--- src/rtl/int_add_logic_unit.sv ---
module int_add_logic_unit #(
  parameter int DW  = 64,
  parameter int WW  = 32,
  parameter int IW  = 16,
  parameter int OPW = 3
) (
  input  logic [DW-1:0]  opnd_a,
  input  logic [DW-1:0]  opnd_b,
  input  logic [IW-1:0]  imm,
  input  logic [OPW-1:0] op_sel,
  input  logic           use_imm,
  output logic [DW-1:0]  result,
  output logic           ovf_trap,
  output logic           wr_en
);

  localparam int XW = DW - IW;
  localparam int HW = DW - WW;
  localparam logic [OPW-1:0] OP_ADDW_T = OPW'(0);
  localparam logic [OPW-1:0] OP_ADDW_U = OPW'(1);
  localparam logic [OPW-1:0] OP_ADDD_T = OPW'(2);
  localparam logic [OPW-1:0] OP_ADDD_U = OPW'(3);
  localparam logic [OPW-1:0] OP_AND    = OPW'(4);

  logic [DW-1:0] imm_ext, rhs, sum, word_res;
  logic          is_word, is_dword, is_and, ovf_w, ovf_d;

  assign is_word  = (op_sel == OP_ADDW_T) || (op_sel == OP_ADDW_U);
  assign is_dword = (op_sel == OP_ADDD_T) || (op_sel == OP_ADDD_U);
  assign is_and   = (op_sel == OP_AND);

  assign imm_ext  = is_and ? {{XW{1'b0}}, imm} : {{XW{imm[IW-1]}}, imm};
  assign rhs      = use_imm ? imm_ext : opnd_b;
  assign sum      = opnd_a + rhs;
  assign word_res = {{HW{sum[WW-1]}}, sum[WW-1:0]};

  assign ovf_w = (opnd_a[WW-1] == rhs[WW-1]) && (sum[WW-1] != opnd_a[WW-1]);
  assign ovf_d = (opnd_a[DW-1] == rhs[DW-1]) && (sum[DW-1] != opnd_a[DW-1]);

  always_comb begin
    if (is_word)       result = word_res;
    else if (is_dword) result = sum;
    else if (is_and)   result = opnd_a & rhs;
    else               result = '0;
  end

  assign ovf_trap = ((op_sel == OP_ADDW_T) && ovf_w) ||
                    ((op_sel == OP_ADDD_T) && ovf_d);
  assign wr_en    = (is_word || is_dword || is_and) && !ovf_trap;

  always_comb begin
    AST_TRAP_BLOCKS_WRITE: assert (!(ovf_trap && wr_en));
    if (op_sel == OP_ADDW_U)
      AST_WORD_WRAP_NO_TRAP: assert (!ovf_trap);
    if (op_sel == OP_ADDD_U)
      AST_DWORD_WRAP_NO_TRAP: assert (!ovf_trap);
    if (is_word)
      AST_WORD_SEXT: assert (result[DW-1:WW] == {HW{result[WW-1]}});
    if (is_and && use_imm)
      AST_ANDI_ZERO_TOP: assert (result[DW-1:IW] == '0);
    if (!(is_word || is_dword || is_and))
      AST_RESERVED_IDLE: assert (!wr_en && !ovf_trap && result == '0);
  end

endmodule

--- config.mk ---
export PLATFORM = sky130hd
export DESIGN_NAME = int_add_logic_unit
export DESIGN_NICKNAME = d
export VERILOG_FILES = /design/src/rtl/int_add_logic_unit.sv
export SDC_FILE = /design/constraint.sdc
export NUM_CORES = 1
export LEC_CHECK = 0
export ABC_AREA = 1
export CORE_MARGIN = 3
export CORE_UTILIZATION = 50
export DETAILED_ROUTE_END_ITERATION = 12
export GPL_TIMING_DRIVEN = 0
export PLACE_DENSITY = 0.85
export SYNTH_ARGS = -nofsm -noshare
export SYNTH_HDL_FRONTEND = slang
export SYNTH_SLANG_ARGS = --single-unit
--- constraint.sdc ---
create_clock -name vclk -period 9.5
set_input_delay 2.375 -clock vclk [all_inputs]
set_output_delay 2.375 -clock vclk [all_outputs]
set_load 0.03 [all_outputs]
==> flow_summary.json, run 1 <==
{
  "status": "finished, final reports clean",
  "holdPathEnd": "ovf_trap",
  "pin_count": 214,
  "dp_slack_ns": -0.124,
  "finalCritPeriodShare_pct": 98.8,
  "wire_per_inst_um": 17.4,
  "powerDensity_nw_per_um2": 88.5,
  "grt_max_degree": 11,
  "period_minus_slack_ns": 9.39,
  "dp_hpwl_um": 28300,
  "grt_pass1_wl_um": 48100,
  "cap_violations": 0,
  "dieArea_um2": 15100,
  "syn_nets": 1681,
  "seqCellArea_um2": 0,
  "worstMarginPinSlew_ns": 0.829,
  "seq_area_frac_synth_pct": 0,
  "syn_area_per_cell_um2": 4.67,
  "finalNonFillerCells": 1860,
  "firstDrtPassIters": 6,
  "ant_nets": 0,
  "synth_area_um2": 6850,
  "synthDistinctLibCells": 29,
  "relSlewSlack_pct": 44.8,
  "crit_path_max_fanout": 10,
  "final_common_cell": "nand2_1",
  "final_cell_mix": "549 x nand2_1, 252 x inv_1, 214 x nor2_1, 214 x clkdlybuf4s50_1, 108 x nand3_1",
  "first_iter_violations": 1269,
  "layout-drive-gt1-share_pct": 2.44,
  "antenna_found_initial": 0,
  "syn-instance-count": 1468,
  "grt_pass1_vias": 9276,
  "core_area_um2": 13300,
  "start_util_pct": 51.3,
  "syn_to_final_growth_pct": 34.8,
  "nFlopsAndLatches": 0,
  "via_per_inst": 5.61,
  "layout.clock_buffers": 0,
  "overflow": 0,
  "layout_setup_ws_ns": 0.113,
  "rows": 42,
  "final.setup.tns_ns": 0,
  "die_h_um": 123,
  "yosys_warnings": 0,
  "fmax_mhz": 107,
  "vias": 10400,
  "nets": 1897,
  "portBuffers": 214,
  "min-delay-start": "op_sel[0]",
  "worstHoldPathType": "in2out",
  "start_kind": "input pin",
  "multi_input_area_um2": 5790,
  "cp_data_arrival_time_ns": 7.01,
  "hold_viol": 0,
  "whs_path_depth": 5,
  "dp.cells": 1858,
  "drc": 0,
  "p_leak_nw": 4.94,
  "wl_um": 32500,
  "finalSetupViolations": 0,
  "vdd_ir_drop_max_uv": 47.7,
  "num-fill-cells": 1361,
  "p_total_uw": 818,
  "critPathKind": "in2out",
  "worstPathRequired_ns": 7.13,
  "gp_congestion": 1.16,
  "die_w_um": 123,
  "grt_usage_pct": 41.0,
  "post_cts_buffers": 0,
  "endpoint_kind": "primary output",
  "finalMaxSlewViolations": 0
}
[metrics by stage]
step                      instance area, um^2  utilization, %  hold slack, ns
final                                    9240            69.2            6.01
after global routing                     9230            69.2            6.10
after CTS                                9220            69.1            6.02
after detailed placement                 9220            69.0            6.01
after global placement                   9220            69.0            6.00
after floorplan                          6850               -            5.00
[metal layers]
| metal | global-route usage, % | wire length (um) | vias to the layer above |
|---|---|---|---|
| met1 | 58.3 | 13300 | 4654 |
| met2 | 61.4 | 13300 | 680 |
| met4 | 9.69 | 1020 | 0 |
| met3 | 11.3 | 4780 | 89 |
| li1 | - | - | 5009 |
| met5 | 0 | 0 | - |
[power breakdown]
group          internal (mW)  leakage, nW    total (mW)  switching, mW
Combinational          0.305         4.94         0.818          0.513
Sequential                 0            0             0              0
Clock           0.0000000471    0.0000120  0.0000000471              0
Total                  0.305         4.94         0.818          0.513
[cell usage after synthesis]
cell      instances  share of area (%)
or2_2             1              0.091
fa_1              1               0.29
o21ai_0          47                3.4
nand2_2           6               0.55
nand2_4           1               0.16
o21bai_1         12                1.3
nor3_1           15                1.1
nand2_1         551                 30
nand4_1          11                1.0
a21oi_1          80                5.8
a21oi_2           3               0.38
inv_1           252                 14
nand3b_1          9               0.99
buf_1             2               0.11
nor2_1          214                 12
buf_2             3               0.22
nor4_1            1              0.091
nand3_2          11                1.6
nand3b_4          1               0.29
nor2_2            5               0.46
clkbuf_1         20                1.1
a21boi_0          1               0.11
xnor2_1          22                2.8
buf_6             3               0.49
o22ai_1          19                1.7
o21a_1            4               0.44
o211ai_1          1               0.11
ha_1             64                 12
nand3_1         108                7.9
[kinds of logic after synthesis]
| logic type | after synthesis | synth area share (%) |
|---|---|---|
| AND/OR/NAND/NOR | 934 | 56.1 |
| adder cells (fa/ha/maj) | 65 | 12.0 |
| XOR/XNOR | 22 | 2.81 |
| AO/OA/AOI/OAI | 167 | 13.4 |
| buffers and inverters | 280 | 15.7 |
[worst max-delay path by stage]
stage / start / end / slack (ns) / depth (start not counted)
floorplan: op_sel[1] / wr_en / 1.78 / 20
global placement: op_sel[1] / result[59] / -0.12 / 19
detailed placement: op_sel[1] / result[62] / -0.12 / 19
CTS: op_sel[1] / result[62] / 0.04 / 19
global route: op_sel[1] / wr_en / -0.03 / 21
finish: op_sel[1] / result[62] / 0.11 / 19
[critical path, stage by stage]
cell             delay, ns
clkdlybuf4s50_1       0.44
nor2_1                0.23
nand2_2               0.27
a21oi_2               0.30
clkbuf_1              0.66
nor2_1                0.11
ha_1                  0.41
a21oi_1               0.33
nand2_1               0.12
nand2_1               0.08
nand2_1               0.10
nand2_1               0.08
nand2_1               0.07
a21oi_1               0.39
nand2_1               0.11
nand2_1               0.07
nand3_1               0.06
nand3_1               0.10
clkdlybuf4s50_1       0.70
[cell type report]
cell class                      instances  share of cell area [%]
Inverter                              252                    10.2
Timing Repair Buffer                  214                    23.2
Tap cell                              176                    2.38
Multi-Input combinational cell       1188                    62.7
Antenna cell                            2                  0.0542
Buffer                                 28                    1.46
[what timing repair did]
action | in CTS | in global routing
gates resized for setup | 2 | 6
hold buffers | 0 | 0
endpoints found under the setup margin | 10 | 25
Note: power is estimated with default switching activity, not from simulation.
==> run 2, diff against run 1 <==
--- a/config.mk
+++ b/config.mk
@@ -5,12 +5,11 @@
 export SDC_FILE = /design/constraint.sdc
 export NUM_CORES = 1
 export LEC_CHECK = 0
-export ABC_AREA = 1
-export CORE_MARGIN = 3
+export CORE_MARGIN = 2
 export CORE_UTILIZATION = 50
 export DETAILED_ROUTE_END_ITERATION = 12
 export GPL_TIMING_DRIVEN = 0
-export PLACE_DENSITY = 0.85
+export PLACE_DENSITY = 0.91
 export SYNTH_ARGS = -nofsm -noshare
 export SYNTH_HDL_FRONTEND = slang
 export SYNTH_SLANG_ARGS = --single-unit
==> run 2 against run 1 <==
Synthesized area fell by 23%; non-clock buffer count rose by 23; power fell by 10%; critical path type unchanged.
==> flow_summary.json, run 2 <==
{
  "dieArea_um2": 11400,
  "worstHoldPathType": "in2out",
  "dp_slack_ns": -1.16,
  "final_common_cell": "clkdlybuf4s50_1",
  "dpl_cell_area_um2": 7580,
  "worstMarginPinSlew_ns": 0.644,
  "num-fill-cells": 924,
  "wire_per_inst_um": 18.0,
  "design_area_um2": 7650,
  "start_kind": "input pin",
  "vdd_ir_drop_max_uv": 59.3,
  "min-delay-start": "op_sel[1]",
  "rows": 37,
  "wl_um": 21600,
  "drc": 0,
  "die_h_um": 107,
  "gp_congestion": 0.970,
  "firstDrtPassIters": 6,
  "dp_hpwl_um": 17800,
  "hold_viol": 0,
  "finalMaxSlewViolations": 0,
  "grt_setup_unrepaired": "no",
  "synth_largest_area_cell": "ha_1",
  "cap_violations": 0,
  "crit_path_start": "use_imm",
  "antenna_found_initial": 0,
  "grt_pass1_wl_um": 34000,
  "die_w_um": 107,
  "first_iter_violations": 728,
  "status": "finished, final reports clean",
  "finalSetupViolations": 0,
  "overflow": 0,
  "fmax_mhz": 107,
  "syn_to_final_growth_pct": 45.2,
  "finalNonFillerCells": 1198,
  "relSlewSlack_pct": 57.1,
  "synth_area_um2": 5270,
  "synth_common_cells": "136 x nor2_1, 93 x a21oi_1, 90 x o21ai_0",
  "synthTopCellsByArea": "ha_1 15%, nor2_1 9.7%, a21oi_1 8.8%",
  "holdBufCountCts": 0,
  "worstPathRequired_ns": 7.13,
  "layout-drive-gt1-share_pct": 5.37,
  "dp.cells": 1198,
  "finalCritPeriodShare_pct": 98.1,
  "powerDensity_nw_per_um2": 95.6,
  "grt_usage_pct": 36.2,
  "syn-instance-count": 848,
  "period_minus_slack_ns": 9.32,
  "synth_top_area_share_pct": 15.2,
  "antenna_cells": 0,
  "vias": 7354,
  "seqCellArea_um2": 0,
  "layout_setup_ws_ns": 0.177,
  "critPathKind": "in2out",
  "nets": 1277,
  "pin_count": 214,
  "p_total_uw": 732,
  "multi_input_area_um2": 5100,
  "syn_nets": 1061,
  "crit_path_max_fanout": 10,
  "grt_max_degree": 11,
  "ant_nets": 0,
  "grt_pass1_vias": 6829,
  "via_per_inst": 6.14,
  "endpoint_kind": "primary output",
  "core_area_um2": 10300,
  "portBuffers": 214,
  "p_leak_nw": 3.15,
  "yosysMostFrequentCell": "nor2_1",
  "synthDistinctLibCells": 63,
  "yosys_warnings": 0,
  "cp_data_arrival_time_ns": 6.95,
  "layout.clock_buffers": 0,
  "syn_area_per_cell_um2": 6.22,
  "seq_area_frac_synth_pct": 0,
  "nFlopsAndLatches": 0,
  "start_util_pct": 51.3,
  "final_cell_mix": "180 x clkdlybuf4s50_1, 135 x nor2_1, 93 x a21oi_1"
}
==> run 2: cell count changes after synthesis, sizes merged, moves of 10 or more <==
| cell | change |
|---|---|
| a21o | +33 |
| a21oi | +10 |
| a31oi | +10 |
| clkbuf | +25 |
| inv | -239 |
| mux2 | +17 |
| nand2 | -469 |
| nand3 | -101 |
| nor2 | -82 |
| o21ai | +50 |
| o22ai | -16 |
| xor2 | +25 |
==> run 2: layer usage <==
metal  routed length, um  global-route usage [%]  vias up
met3                2070                    5.29       41
met5                   0                       0        -
met1                9740                    52.7     3345
li1                    -                       -     3550
met4                 370                    7.51        0
met2                9430                    56.3      418
==> run 2: what timing repair did <==
| item | in CTS | in global routing |
|---|---|---|
| pin swaps | 2 | 1 |
| setup buffers | 0 | 1 |
| gates resized for setup | 52 | 24 |
| setup endpoints to repair | 42 | 39 |
==> run 2: worst paths after layout <==
path	cells past startpoint	endpoint
setup / recovery	17	result[36]
hold / removal	5	wr_en
==> run 2: report_power, final <==
part | switching, mW | total, mW | internal, mW
logic | 0.434 | 0.732 | 0.298
registers | 0 | 0 | 0
clock network | 0 | 0 | 0
total | 0.434 | 0.732 | 0.298
==> run 2: cell families after synthesis <==
group,share of synthesized area [%]
adders and majority gates,15.6
AOI/OAI and AO/OA,38.3
xor gates and xnor gates,9.30
muxes,4.46
buffers and inverters,4.94
and+or+nand+nor,27.5
==> run 2: through the flow <==
stage | util, % | hold WS, ns | setup TNS (ns)
global placement | 73.8 | 6.09 | -29.41
CTS | 74.2 | 5.86 | -0.0121
detailed placement | 73.8 | 6.10 | -30.02
floorplan | - | 5.02 | 0
global route | 74.5 | 5.57 | 0
finish | 74.5 | 5.48 | 0
==> run 2: final cells by class <==
type	count	share of cell area [%]
Inverter	13	0.638
Timing Repair Buffer	215	27.4
Buffer	50	3.01
Tap cell	136	2.22
Multi-Input combinational cell	784	66.7
==> run 2: critical path: stages <==
cell and delay, ns:
clkdlybuf4s50_1 0.48, clkbuf_4 0.26, buf_2 0.28, mux2i_1 0.35, inv_1 0.08, ha_1 0.30, a211oi_1 0.12, o21a_1 0.23
a211o_1 0.39, a2111oi_4 0.41, nor2_2 0.15, o21ai_4 0.27, mux2_4 0.41, buf_6 0.18, a21oi_1 0.10, o21ai_0 0.15
dlygate4sd2_1 0.41
==> run 3, diff against run 2 <==
--- a/config.mk
+++ b/config.mk
@@ -5,11 +5,13 @@
 export SDC_FILE = /design/constraint.sdc
 export NUM_CORES = 1
 export LEC_CHECK = 0
+export CORE_ASPECT_RATIO = 0.7
 export CORE_MARGIN = 2
 export CORE_UTILIZATION = 50
 export DETAILED_ROUTE_END_ITERATION = 12
 export GPL_TIMING_DRIVEN = 0
 export PLACE_DENSITY = 0.91
+export SLEW_MARGIN = 20
 export SYNTH_ARGS = -nofsm -noshare
 export SYNTH_HDL_FRONTEND = slang
 export SYNTH_SLANG_ARGS = --single-unit
==> run 3 against run 2 <==
Fmax down 0.49%; combinational power down 0.5%; critical path depth unchanged; worst hold slack worse by 0.012 ns; setup slack worse by 0.046 ns; largest cell class unchanged; largest power group unchanged.
==> flow_summary.json, run 3 (same netlist as run 2, synthesis figures left out) <==
{
  "crit_path_cell_trace": "clkdlybuf4s50_1 -> nor2_2 -> nand2_2 -> a21boi_4 -> clkbuf_4 -> clkbuf_2 -> nor2_1 -> ha_1 -> a21oi_1 -> o21ai_0 -> a311o_1 -> a221o_1 -> a31oi_4 -> o31ai_2 -> mux2i_1 -> nand3_1 -> clkdlybuf4s50_1",
  "critPathKind": "in2out",
  "cp_data_arrival_time_ns": 6.99,
  "die_w_um": 127,
  "nFlopsAndLatches": 0,
  "via_per_inst": 6.20,
  "start_util_pct": 51.1,
  "rows": 31,
  "grt_setup_unrepaired": "no",
  "endpoint_kind": "primary output",
  "period_minus_slack_ns": 9.37,
  "cp_slowest_cell": "clkdlybuf4s50_1",
  "p_total_uw": 728,
  "crit_path_max_fanout": 10,
  "dp_hpwl_um": 17500,
  "final_common_cell": "clkdlybuf4s50_1",
  "cpPeakStageDelay_ns": 0.66,
  "wire_per_inst_um": 17.8,
  "finalMaxSlewViolations": 0,
  "grt_usage_pct": 35.3,
  "wl_um": 21300,
  "gr-usage-met3_pct": 5.36,
  "drc": 0,
  "p_leak_nw": 3.09,
  "grt_pass1_wl_um": 33900,
  "dieArea_um2": 11400,
  "vias": 7413,
  "finalSetupViolations": 0,
  "final_cell_mix": "181 x clkdlybuf4s50_1, 135 x nor2_1, 92 x a21oi_1",
  "gp_congestion": 1.03,
  "relSlewSlack_pct": 51.8,
  "fmax_mhz": 107,
  "vdd_ir_drop_max_uv": 58.2,
  "worstPathRequired_ns": 7.13,
  "antenna_cells": 0,
  "start_kind": "input pin",
  "grt_pass1_vias": 6684,
  "antenna_found_initial": 0,
  "pin_count": 214,
  "cap_violations": 0,
  "worstMarginPinSlew_ns": 0.724,
  "crit_top_cell": "clkdlybuf4s50_1",
  "worstHoldPathType": "in2out",
  "core_area_um2": 10300,
  "grt_max_degree": 11,
  "top_usage_layer": "met1",
  "ant_nets": 0,
  "first_iter_violations": 899,
  "syn_to_final_growth_pct": 44.3,
  "seqCellArea_um2": 0,
  "layout-drive-gt1-share_pct": 6.77,
  "use_met1_pct": 54.0,
  "portBuffers": 214,
  "die_h_um": 89.9,
  "hold_viol": 0,
  "firstDrtPassIters": 6,
  "nets": 1278,
  "globalRouteMet2Util_pct": 53.0,
  "layout.clock_buffers": 0,
  "status": "finished, final reports clean",
  "finalCritPeriodShare_pct": 98.6,
  "overflow": 0,
  "powerDensity_nw_per_um2": 95.6,
  "whs_ns": 5.47
}
-- run 3: path summary, 6_finish.rpt --
path	startpoint	to	slack (ns)	cells past startpoint
setup / recovery	op_sel[0]	result[57]	0.13	17
hold / removal	op_sel[1]	wr_en	5.47	5
-- run 3: final cells by class --
cell class,count,area (um^2)
Inverter,13,48.8
Buffer,51,228
Fill cell,884,2710
Timing Repair Buffer,215,2060
Tap cell,132,165
Multi-Input combinational cell,784,5100
-- run 3: routing by layer --
metal | part of all wire, % | wire, um | up-vias
met1 | 47 | 9990 | 3355
met3 | 12 | 2490 | 43
li1 | - | - | 3557
met2 | 39 | 8410 | 458
met4 | 1.9 | 404 | 0
met5 | 0 | 0 | -
-- run 3: critical path: cells and delay by family --
family          cells  cell delay, ns
buf+inv             4            1.69
fa+ha+maj           1            0.39
compound gates      7            1.89
mux                 1            0.15
simple gates        4            0.48
-- run 3: power by group --
part,switching (mW),total [mW],internal [mW]
Sequential,0,0,0
Combinational,0.431,0.728,0.296
Clock,0,0,0
Total,0.431,0.728,0.296
-- run 3: what timing repair did --
action / in CTS / in global routing
cloned: 0 / 0
pin swaps: 0 / 1
resized for setup: 52 / 59
endpoints found under the setup margin: 42 / 39
setup buffers: 0 / 1
hold buffers: 0 / 0
-- run 3: stage by stage --
stage | instances | TNS [ns] | util [%] | worst slack (ns) | instance area [um^2]
after floorplan | 848 | 0 | - | 0.918 | 5270
after global placement | 1194 | -26.18 | 73.5 | -1.03 | 7580
after detailed placement | 1194 | -27.30 | 73.5 | -1.08 | 7580
after CTS | 1194 | -0.00522 | 73.8 | -0.00522 | 7610
after global routing | 1195 | 0 | 73.7 | 0.00477 | 7610
final | 1195 | 0 | 73.7 | 0.131 | 7610
